===== config.mk =====
export PLATFORM = sky130hd
export DESIGN_NAME = sst_phase_ctl
export DESIGN_NICKNAME = d
export VERILOG_FILES = /design/src/rtl/spc_pkg.sv /design/src/rtl/spc_policy.sv /design/src/rtl/spc_ring.sv /design/src/rtl/spc_phase_fsm.sv /design/src/rtl/sst_phase_ctl.sv
export SDC_FILE = /design/constraint.sdc
export NUM_CORES = 1
export LEC_CHECK = 0
export CAP_MARGIN = 10
export CORE_AREA = 4 4 69 71
export CTS_CLUSTER_DIAMETER = 150
export DETAILED_ROUTE_END_ITERATION = 10
export DIE_AREA = 0 0 73 75
export RECOVER_POWER = 100
export SLEW_MARGIN = 20
export SYNTH_ARGS = -nofsm -noshare
export SYNTH_HDL_FRONTEND = slang
export SYNTH_SLANG_ARGS = --single-unit

===== constraint.sdc =====
create_clock -name clk -period 3.3 [get_ports clk]
set_input_delay 0.33 -clock clk [delete_from_list [all_inputs] [get_ports clk]]
set_output_delay 0.33 -clock clk [all_outputs]
set_load 0.01 [all_outputs]

===== src/rtl/spc_pkg.sv =====
package spc_pkg;

   typedef enum logic [1:0] {
      PH_NONSPEC = 2'd0,
      PH_SPEC    = 2'd1,
      PH_SCOUT   = 2'd2,
      PH_FLUSH   = 2'd3
   } phase_e;

   typedef enum logic {
      RS_AHEAD_PC   = 1'b0,
      RS_COMMITTED  = 1'b1
   } rsrc_e;

   typedef struct packed {
      logic enter;    // open ring with one live checkpoint at index 0
      logic take;     // ahead thread moves to next index
      logic commit;   // oldest checkpoint retires
      logic start;    // behind thread begins draining oldest
      logic mark_uc;  // ahead checkpoint becomes non-committable
      logic clear;    // empty the ring
   } ring_cmd_t;

endpackage


===== src/rtl/spc_policy.sv =====
module spc_policy #(
   parameter int AGE_LIMIT      = 30,
   parameter bit CKPT_ON_BRANCH = 1'b1,
   localparam int AGE_W = $clog2(AGE_LIMIT + 1)
) (
   input  logic clk,
   input  logic rst_n,
   input  logic count_en,
   input  logic age_clr,
   input  logic ins_valid,
   input  logic ins_defer,
   input  logic ins_branch,
   input  logic dq_near_full,
   output logic req_o
);

   initial begin
      assert (AGE_LIMIT >= 1) else $error("spc_policy: AGE_LIMIT must be at least 1");
   end

   logic [AGE_W-1:0] age_q;
   logic             age_hit;
   logic             br_trig;

   always_ff @(posedge clk) begin
      if (!rst_n) begin
         age_q <= '0;
      end else if (age_clr) begin
         age_q <= '0;
      end else if (count_en && (age_q < AGE_W'(AGE_LIMIT))) begin
         age_q <= age_q + 1'b1;
      end
   end

   assign age_hit = (age_q >= AGE_W'(AGE_LIMIT));

   generate
      if (CKPT_ON_BRANCH) begin : g_br_on
         assign br_trig = ins_branch;
      end else begin : g_br_off
         assign br_trig = 1'b0;
      end
   endgenerate

   assign req_o = ins_valid && (br_trig || dq_near_full || (ins_defer && age_hit));

   AST_AGE_CAP: assert property (@(posedge clk) disable iff (!rst_n)
      age_q <= AGE_W'(AGE_LIMIT));

endmodule


===== src/rtl/spc_ring.sv =====
module spc_ring
   import spc_pkg::*;
#(
   parameter int N_CKPT = 2,
   localparam int IDX_W  = $clog2(N_CKPT),
   localparam int LIVE_W = $clog2(N_CKPT + 1)
) (
   input  logic              clk,
   input  logic              rst_n,
   input  ring_cmd_t         cmd,
   output logic [IDX_W-1:0]  oldest_o,
   output logic [IDX_W-1:0]  ahead_o,
   output logic [LIVE_W-1:0] n_live_o,
   output logic              behind_active_o,
   output logic [N_CKPT-1:0] uc_o
);

   logic [IDX_W-1:0]  oldest_q, ahead_q;
   logic [LIVE_W-1:0] live_q;
   logic              behind_q;
   logic [N_CKPT-1:0] uc_q;

   function automatic logic [IDX_W-1:0] wrap_inc(input logic [IDX_W-1:0] i);
      return (i == IDX_W'(N_CKPT - 1)) ? '0 : i + 1'b1;
   endfunction

   always_ff @(posedge clk) begin
      if (!rst_n) begin
         oldest_q <= '0;
         ahead_q  <= '0;
         live_q   <= '0;
         behind_q <= 1'b0;
         uc_q     <= '0;
      end else if (cmd.clear) begin
         oldest_q <= '0;
         ahead_q  <= '0;
         live_q   <= '0;
         behind_q <= 1'b0;
         uc_q     <= '0;
      end else if (cmd.enter) begin
         oldest_q <= '0;
         ahead_q  <= '0;
         live_q   <= LIVE_W'(1);
         behind_q <= 1'b0;
         uc_q     <= '0;
      end else begin
         if (cmd.commit) begin
            oldest_q       <= wrap_inc(oldest_q);
            uc_q[oldest_q] <= 1'b0;
         end
         if (cmd.take) begin
            ahead_q <= wrap_inc(ahead_q);
         end
         case ({cmd.take, cmd.commit})
            2'b10:   live_q <= live_q + 1'b1;
            2'b01:   live_q <= live_q - 1'b1;
            default: live_q <= live_q;
         endcase
         if (cmd.commit) begin
            behind_q <= 1'b0;
         end else if (cmd.start) begin
            behind_q <= 1'b1;
         end
         if (cmd.mark_uc) begin
            uc_q[ahead_q] <= 1'b1;
         end
      end
   end

   assign oldest_o        = oldest_q;
   assign ahead_o         = ahead_q;
   assign n_live_o        = live_q;
   assign behind_active_o = behind_q;
   assign uc_o            = uc_q;

   AST_LIVE_CAP: assert property (@(posedge clk) disable iff (!rst_n)
      live_q <= LIVE_W'(N_CKPT));

   AST_TAKE_ROOM: assert property (@(posedge clk) disable iff (!rst_n)
      (cmd.take && !cmd.commit) |-> (live_q < LIVE_W'(N_CKPT)));

   AST_BEHIND_SPLIT: assert property (@(posedge clk) disable iff (!rst_n)
      behind_q |-> (ahead_q != oldest_q));

   AST_WRAP_OLDEST: assert property (@(posedge clk) disable iff (!rst_n)
      (cmd.commit && !cmd.clear && !cmd.enter && oldest_q == IDX_W'(N_CKPT - 1))
      |=> (oldest_q == '0));

endmodule


===== src/rtl/spc_phase_fsm.sv =====
module spc_phase_fsm
   import spc_pkg::*;
#(
   parameter int N_CKPT         = 2,
   parameter int RESTART_CYCLES = 24,
   localparam int LIVE_W = $clog2(N_CKPT + 1),
   localparam int FL_W   = $clog2(RESTART_CYCLES)
) (
   input  logic              clk,
   input  logic              rst_n,
   input  logic              ins_valid,
   input  logic              ins_defer,
   input  logic              dq_overflow,
   input  logic              sq_overflow,
   input  logic              nc_access,
   input  logic              br_mispredict,
   input  logic              data_return,
   input  logic              all_empty,
   input  logic              oldest_empty,
   input  logic              ahead_empty,
   input  logic [LIVE_W-1:0] n_live,
   input  logic              behind_active,
   input  logic              uc_oldest,
   input  logic              policy_req,
   output ring_cmd_t         cmd_o,
   output logic              age_en_o,
   output phase_e            phase_o,
   output logic              arch_ckpt_o,
   output logic              spec_ckpt_o,
   output logic              commit_o,
   output logic              sync_o,
   output logic              fail_o,
   output rsrc_e             restart_src_o,
   output logic              flush_o
);

   initial begin
      assert (RESTART_CYCLES >= 2) else $error("spc_phase_fsm: RESTART_CYCLES must be at least 2");
   end

   phase_e           phase_q;
   logic [FL_W-1:0]  fl_cnt_q;
   rsrc_e            rsrc_q;
   logic             arch_q, spec_q, commit_q, sync_q, fail_q;

   logic in_spec, in_scout, spec_like, defer_in, hazard;
   logic fail_now, sync_now, live_ok, commit_now, start_now;
   logic room, can_take, forced_take, start_take, take_now, start_ok;
   logic mark_now, enter_now;

   assign in_spec   = (phase_q == PH_SPEC);
   assign in_scout  = (phase_q == PH_SCOUT);
   assign spec_like = in_spec || in_scout;
   assign defer_in  = ins_valid && ins_defer;
   assign hazard    = dq_overflow || sq_overflow || nc_access;

   // priority: failure, then sync, then commit/start/take
   assign fail_now   = spec_like && (br_mispredict || uc_oldest);
   assign sync_now   = in_spec && !fail_now && all_empty && !defer_in;
   assign live_ok    = spec_like && !fail_now && !sync_now;
   assign commit_now = live_ok && behind_active && oldest_empty;
   assign start_now  = live_ok && !commit_now && !behind_active && data_return && !oldest_empty;

   assign room        = (n_live < LIVE_W'(N_CKPT)) || commit_now;
   assign can_take    = in_spec && live_ok && !hazard;
   assign forced_take = commit_now && (n_live == LIVE_W'(2)) && !ahead_empty;
   assign start_take  = start_now && (n_live == LIVE_W'(1));
   assign take_now    = can_take && room && (forced_take || start_take || policy_req);
   assign start_ok    = start_now && ((n_live > LIVE_W'(1)) || take_now);
   assign mark_now    = in_spec && live_ok && hazard;
   assign enter_now   = (phase_q == PH_NONSPEC) && defer_in;

   always_comb begin
      cmd_o         = '0;
      cmd_o.enter   = enter_now;
      cmd_o.take    = take_now;
      cmd_o.commit  = commit_now;
      cmd_o.start   = start_ok;
      cmd_o.mark_uc = mark_now;
      cmd_o.clear   = fail_now || sync_now;
   end

   assign age_en_o = in_spec && ins_valid;

   always_ff @(posedge clk) begin
      if (!rst_n) begin
         phase_q  <= PH_NONSPEC;
         fl_cnt_q <= '0;
      end else begin
         case (phase_q)
            PH_NONSPEC: begin
               if (enter_now) phase_q <= PH_SPEC;
            end
            PH_SPEC, PH_SCOUT: begin
               if (fail_now) begin
                  phase_q  <= PH_FLUSH;
                  fl_cnt_q <= FL_W'(RESTART_CYCLES - 1);
               end else if (sync_now) begin
                  phase_q <= PH_NONSPEC;
               end else if (mark_now) begin
                  phase_q <= PH_SCOUT;
               end
            end
            default: begin
               if (fl_cnt_q == '0) begin
                  phase_q <= PH_NONSPEC;
               end else begin
                  fl_cnt_q <= fl_cnt_q - 1'b1;
               end
            end
         endcase
      end
   end

   always_ff @(posedge clk) begin
      if (!rst_n) begin
         arch_q   <= 1'b0;
         spec_q   <= 1'b0;
         commit_q <= 1'b0;
         sync_q   <= 1'b0;
         fail_q   <= 1'b0;
         rsrc_q   <= RS_AHEAD_PC;
      end else begin
         arch_q   <= enter_now;
         spec_q   <= take_now;
         commit_q <= commit_now;
         sync_q   <= sync_now;
         fail_q   <= fail_now;
         if (fail_now) begin
            rsrc_q <= RS_COMMITTED;
         end else if (sync_now) begin
            rsrc_q <= RS_AHEAD_PC;
         end
      end
   end

   assign phase_o       = phase_q;
   assign arch_ckpt_o   = arch_q;
   assign spec_ckpt_o   = spec_q;
   assign commit_o      = commit_q;
   assign sync_o        = sync_q;
   assign fail_o        = fail_q;
   assign restart_src_o = rsrc_q;
   assign flush_o       = (phase_q == PH_FLUSH);

   AST_ENTER_SPEC: assert property (@(posedge clk) disable iff (!rst_n)
      enter_now |=> (phase_q == PH_SPEC));

   AST_EVT_ONEHOT: assert property (@(posedge clk) disable iff (!rst_n)
      $onehot0({commit_q, sync_q, fail_q}));

   AST_FAIL_FLUSH: assert property (@(posedge clk) disable iff (!rst_n)
      fail_now |=> (flush_o && fail_q && rsrc_q == RS_COMMITTED));

   AST_FLUSH_EXIT: assert property (@(posedge clk) disable iff (!rst_n)
      $fell(flush_o) |-> (phase_q == PH_NONSPEC));

   AST_SCOUT_FREEZE: assert property (@(posedge clk) disable iff (!rst_n)
      in_scout |-> !cmd_o.take);

   AST_SYNC_RESUME: assert property (@(posedge clk) disable iff (!rst_n)
      sync_q |-> (phase_q == PH_NONSPEC && rsrc_q == RS_AHEAD_PC));

endmodule


===== src/rtl/sst_phase_ctl.sv =====
module sst_phase_ctl
   import spc_pkg::*;
#(
   parameter int N_CKPT         = 2,
   parameter int DQ_DEPTH       = 32,
   parameter int AGE_LIMIT      = 30,
   parameter int RESTART_CYCLES = 24,
   parameter bit CKPT_ON_BRANCH = 1'b1,
   localparam int IDX_W = $clog2(N_CKPT),
   localparam int CNT_W = $clog2(DQ_DEPTH + 1)
) (
   input  logic                    clk,
   input  logic                    rst_n,
   input  logic                    ins_valid,
   input  logic                    ins_defer,
   input  logic                    ins_branch,
   input  logic                    dq_near_full,
   input  logic                    dq_overflow,
   input  logic                    sq_overflow,
   input  logic                    nc_access,
   input  logic                    br_mispredict,
   input  logic                    data_return,
   input  logic [N_CKPT*CNT_W-1:0] dq_count,
   output logic [1:0]              phase_o,
   output logic [IDX_W-1:0]        ahead_idx_o,
   output logic [IDX_W-1:0]        behind_idx_o,
   output logic                    behind_active_o,
   output logic                    arch_ckpt_o,
   output logic                    spec_ckpt_o,
   output logic                    commit_o,
   output logic                    sync_o,
   output logic                    fail_o,
   output logic                    restart_src_o,
   output logic                    flush_o
);

   localparam int LIVE_W = $clog2(N_CKPT + 1);

   initial begin
      assert (N_CKPT >= 2) else $error("sst_phase_ctl: N_CKPT must be at least 2");
      assert (DQ_DEPTH >= 2) else $error("sst_phase_ctl: DQ_DEPTH must be at least 2");
   end

   ring_cmd_t         cmd;
   logic [IDX_W-1:0]  oldest, ahead;
   logic [LIVE_W-1:0] n_live;
   logic              behind_active;
   logic [N_CKPT-1:0] uc_vec;
   logic [N_CKPT-1:0] nz_vec;
   logic              age_en, policy_req;
   phase_e            phase;
   rsrc_e             rsrc;

   generate
      for (genvar k = 0; k < N_CKPT; k++) begin : g_occ
         assign nz_vec[k] = |dq_count[k*CNT_W +: CNT_W];
      end
   endgenerate

   spc_ring #(.N_CKPT(N_CKPT)) u_ring (
      .clk             (clk),
      .rst_n           (rst_n),
      .cmd             (cmd),
      .oldest_o        (oldest),
      .ahead_o         (ahead),
      .n_live_o        (n_live),
      .behind_active_o (behind_active),
      .uc_o            (uc_vec)
   );

   spc_policy #(.AGE_LIMIT(AGE_LIMIT), .CKPT_ON_BRANCH(CKPT_ON_BRANCH)) u_policy (
      .clk          (clk),
      .rst_n        (rst_n),
      .count_en     (age_en),
      .age_clr      (cmd.enter || cmd.take),
      .ins_valid    (ins_valid),
      .ins_defer    (ins_defer),
      .ins_branch   (ins_branch),
      .dq_near_full (dq_near_full),
      .req_o        (policy_req)
   );

   spc_phase_fsm #(.N_CKPT(N_CKPT), .RESTART_CYCLES(RESTART_CYCLES)) u_fsm (
      .clk           (clk),
      .rst_n         (rst_n),
      .ins_valid     (ins_valid),
      .ins_defer     (ins_defer),
      .dq_overflow   (dq_overflow),
      .sq_overflow   (sq_overflow),
      .nc_access     (nc_access),
      .br_mispredict (br_mispredict),
      .data_return   (data_return),
      .all_empty     (~|nz_vec),
      .oldest_empty  (~nz_vec[oldest]),
      .ahead_empty   (~nz_vec[ahead]),
      .n_live        (n_live),
      .behind_active (behind_active),
      .uc_oldest     (uc_vec[oldest]),
      .policy_req    (policy_req),
      .cmd_o         (cmd),
      .age_en_o      (age_en),
      .phase_o       (phase),
      .arch_ckpt_o   (arch_ckpt_o),
      .spec_ckpt_o   (spec_ckpt_o),
      .commit_o      (commit_o),
      .sync_o        (sync_o),
      .fail_o        (fail_o),
      .restart_src_o (rsrc),
      .flush_o       (flush_o)
   );

   assign phase_o         = phase;
   assign restart_src_o   = rsrc;
   assign ahead_idx_o     = ahead;
   assign behind_idx_o    = oldest;
   assign behind_active_o = behind_active;

   AST_NONSPEC_IDLE: assert property (@(posedge clk) disable iff (!rst_n)
      (phase == PH_NONSPEC) |-> (!behind_active && n_live == '0));

   AST_COMMIT_ADV: assert property (@(posedge clk) disable iff (!rst_n)
      commit_o |-> (oldest != $past(oldest)));

endmodule


==> reports/results.tsv <==
stage	metric	value	unit
floorplan	Site Rows	24	
layout	most frequent cells in the layout	dfxtp_1 (25), clkdlybuf4s50_1 (21), nor2_1 (20)	
sta	Final setup viols	0	
clocking	H-tree depth	1	
layout	post-route insts no fill	247	
sta	RSZ-0062 raised after global routing	no	
sta	Worst slew margin	41.4	%
clocking	cts bufs inserted	3	
clocking	clk sinks	25	
outcome	status	complete, no violations	
drt	1st-iter DRT viols	42	
floorplan	Core ar.	4230	um^2
floorplan	die outline width	73	um
clocking	CTS max path bufs	2	
clocking	Skew-Pair Late Insertion Delay	0.27	ns
drt	DRC errors left	0	
clocking	CTS Hold Bufs	0	
yosys	Ys Warns	0	
clocking	Clock Tree Root	clkbuf_8	
sta	slew at the pin closest to its max-slew limit	0.870	ns
sta	Fin Setup TNS	0	ns
global_routing	largest net degree at the start of global routing	16	
sta	Max Freq	358	MHz
drt	first-pass detailed-route iteration total	4	
place	routability congestion estimate from global placement	0.847	
clocking	CTS tree	built	
sta	final worst slack	0.507	ns
setup_path	Critical Path RT	3.49	ns
sta	Slew Limit Fails	0	
layout	fillers	437	
pwr	Peak VDD IR	271	uV
layout	most common cell after layout, fill and taps aside	dfxtp_1	
global_routing	grt total ovfl	0	
floorplan	Initial Util	32.8	%
global_routing	global-route wire length before repair	5240	um
clocking	clk slew on worst S/H paths	0.09	ns
floorplan	I/O pins	35	
drt	final wirelength	3220	um
pwr	power per cell area	591	nW/um^2
layout	share of cells above drive strength 1	6.15	%
clocking	PostCTS Resize Cnt	0	
layout	Antenna Cells	0	
job	maxcap violations	0	
sta	Worst Skew	0.00281	ns
yosys	share of the yosys chip area belonging to registers	36.0	%
pwr	leakage	0.000693	uW
layout	Reg area	500	um^2
sta	period utilisation layout	84.6	%
drt	antenna viol nets, final	0	
yosys	unique cell type count in the Yosys netlist	45	
place	pre-CTS setup slack	0.369	ns
yosys	Post-Syn Nets	189	
layout	multi-input logic area	833	um^2
place	DPL Wire Length	2620	um
layout	Total Nets Final	229	
sta	Final Critical Period	2.79	ns
setup_path	crit end category	register	
drt	routed via count	1271	
place	placed cell count	243	
yosys	post-synthesis sequential element count	25	
clocking	# Post-CTS Setup Buffers	0	
global_routing	GRT Total Usage	12.3	%
global_routing	vias in the first global route	1185	
yosys	Post-Syn Area	1390	um^2
sta	Hold Vio Cnt, Final	0	
setup_path	CP Max Fanout	9	
setup_path	WS Path Type	register to register	
hold_path	HP Class	register to register	
setup_path	Arrival @ worst endpoint	2.99	ns
place	Port Buffer Count	34	
yosys	Synth Instances	156	
yosys	average size of a mapped cell	8.91	um^2
global_routing	initial antenna violation count	0	
layout	Syn-to-layout area delta	32.7	%
drt	via-per-instance ratio	5.15	
floorplan	Die Y-Extent	75	um
drt	Wirelength per Cell	13.0	um
setup_path	CP startpoint kind	register	
floorplan	die footprint	5480	um^2
-- path summary, 6_finish.rpt --
kind | from | end | slack, ns | cells past startpoint
worst max-delay path | u_fsm.phase_o[0] | u_ring.n_live_o[0] | 0.51 | 10
worst min-delay path | u_ring.uc_o[1] | u_ring.uc_o[1] | 0.48 | 2
worst max register to register | u_fsm.phase_o[0] | u_ring.n_live_o[0] | 0.51 | 10
worst min register to register | u_ring.uc_o[1] | u_ring.uc_o[1] | 0.48 | 2
-- synthesized netlist by cell type (all sizes together) --
cell type,number,area [um^2]
a31oi,3,18.8
nand2,8,30.0
and3,1,6.26
a41o,1,10.0
xnor2,2,17.5
o31a,1,8.76
a32o,1,10.0
a32oi,1,8.76
nor3,9,50.1
o21ai,5,28.8
nor2,20,75.1
a21o,1,7.51
a311oi,2,17.5
and2,3,18.8
nor3b,1,12.5
nand3b,2,15.0
xor2,5,43.8
ha,10,125
clkinv,1,3.75
nand4,6,37.5
a2111oi,2,17.5
a21oi,9,45.0
inv,12,45.0
nand3,2,10.0
nor4,3,40.0
a211oi,5,50.1
a2bb2oi,1,8.76
dfxtp,25,500
nor4b,1,8.76
nand2b,1,6.26
and4b,1,10.0
a21boi,1,7.51
or2,2,12.5
a41oi,1,8.76
mux2i,3,30.0
and4,2,17.5
mux2,2,26.3
-- metrics by stage --
stage | power, uW | area [um^2] | util (%) | hold WS [ns]
6_report | 1090 | 1840 | 43.6 | 0.478
5_1_grt | 1210 | 1840 | 43.6 | 0.520
4_1_cts | 1120 | 1850 | 43.7 | 0.487
3_5_place_dp | 928 | 1800 | 42.6 | 0.466
3_3_place_gp | 926 | 1800 | 42.6 | 0.457
2_1_floorplan | 772 | 1390 | - | 0.431
-- power breakdown --
part	internal, uW	switching, uW	total (uW)
sequential	357	51.2	408
clock	85.7	101	187
combinational	227	269	496
total	670	421	1090
-- routing by layer --
| layer | up-vias | routed length (um) | global-route usage (%) |
|---|---|---|---|
| li1 | 648 | - | - |
| met3 | 6 | 241 | 2.27 |
| met2 | 36 | 1460 | 20.5 |
| met5 | - | 0 | 0 |
| met4 | 0 | 71 | 5.53 |
| met1 | 581 | 1440 | 15.4 |
-- registers in the layout (all words and copies together) (netlist names), 2 cells and up --
signal and flops:
u_ring.n_live_o 2, u_fsm.phase_o 2, u_fsm.fl_cnt_q 5, u_policy.age_q 5, u_ring.uc_o 2
-- critical path, cell delays in order (launching register included) --
cell      delay (ns)
dfxtp_1         0.41
inv_1           0.07
ha_1            0.38
inv_1           0.13
nor3_2          0.21
nand4_1         0.19
a211oi_4        0.45
clkinv_1        0.13
ha_1            0.35
xor2_1          0.17
a211oi_1        0.22
-- cell families (layout without fill, tap and decap cells) --
kind of cell               Yosys count  in the layout  synth area share [%]
buffers and inverters               13             52                  3.51
xor gates and xnor gates             7              7                  4.41
muxes                                5              5                  4.05
and+or+nand+nor                     62             62                  25.2
adders and majority gates           10             10                  9.00
DFF                                 25             25                  36.0
AOI/OAI and AO/OA                   34             34                  17.8
-- cell type report --
class / instances / area share, %
clock buffer: 3 / 2.24
clock inverter: 1 / 0.407
inverter: 13 / 2.65
multi-input combinational: 118 / 45.2
sequential: 25 / 27.1
tap: 52 / 3.53
timing repair buffer: 35 / 18.9
(Power assumes the default switching activity.)
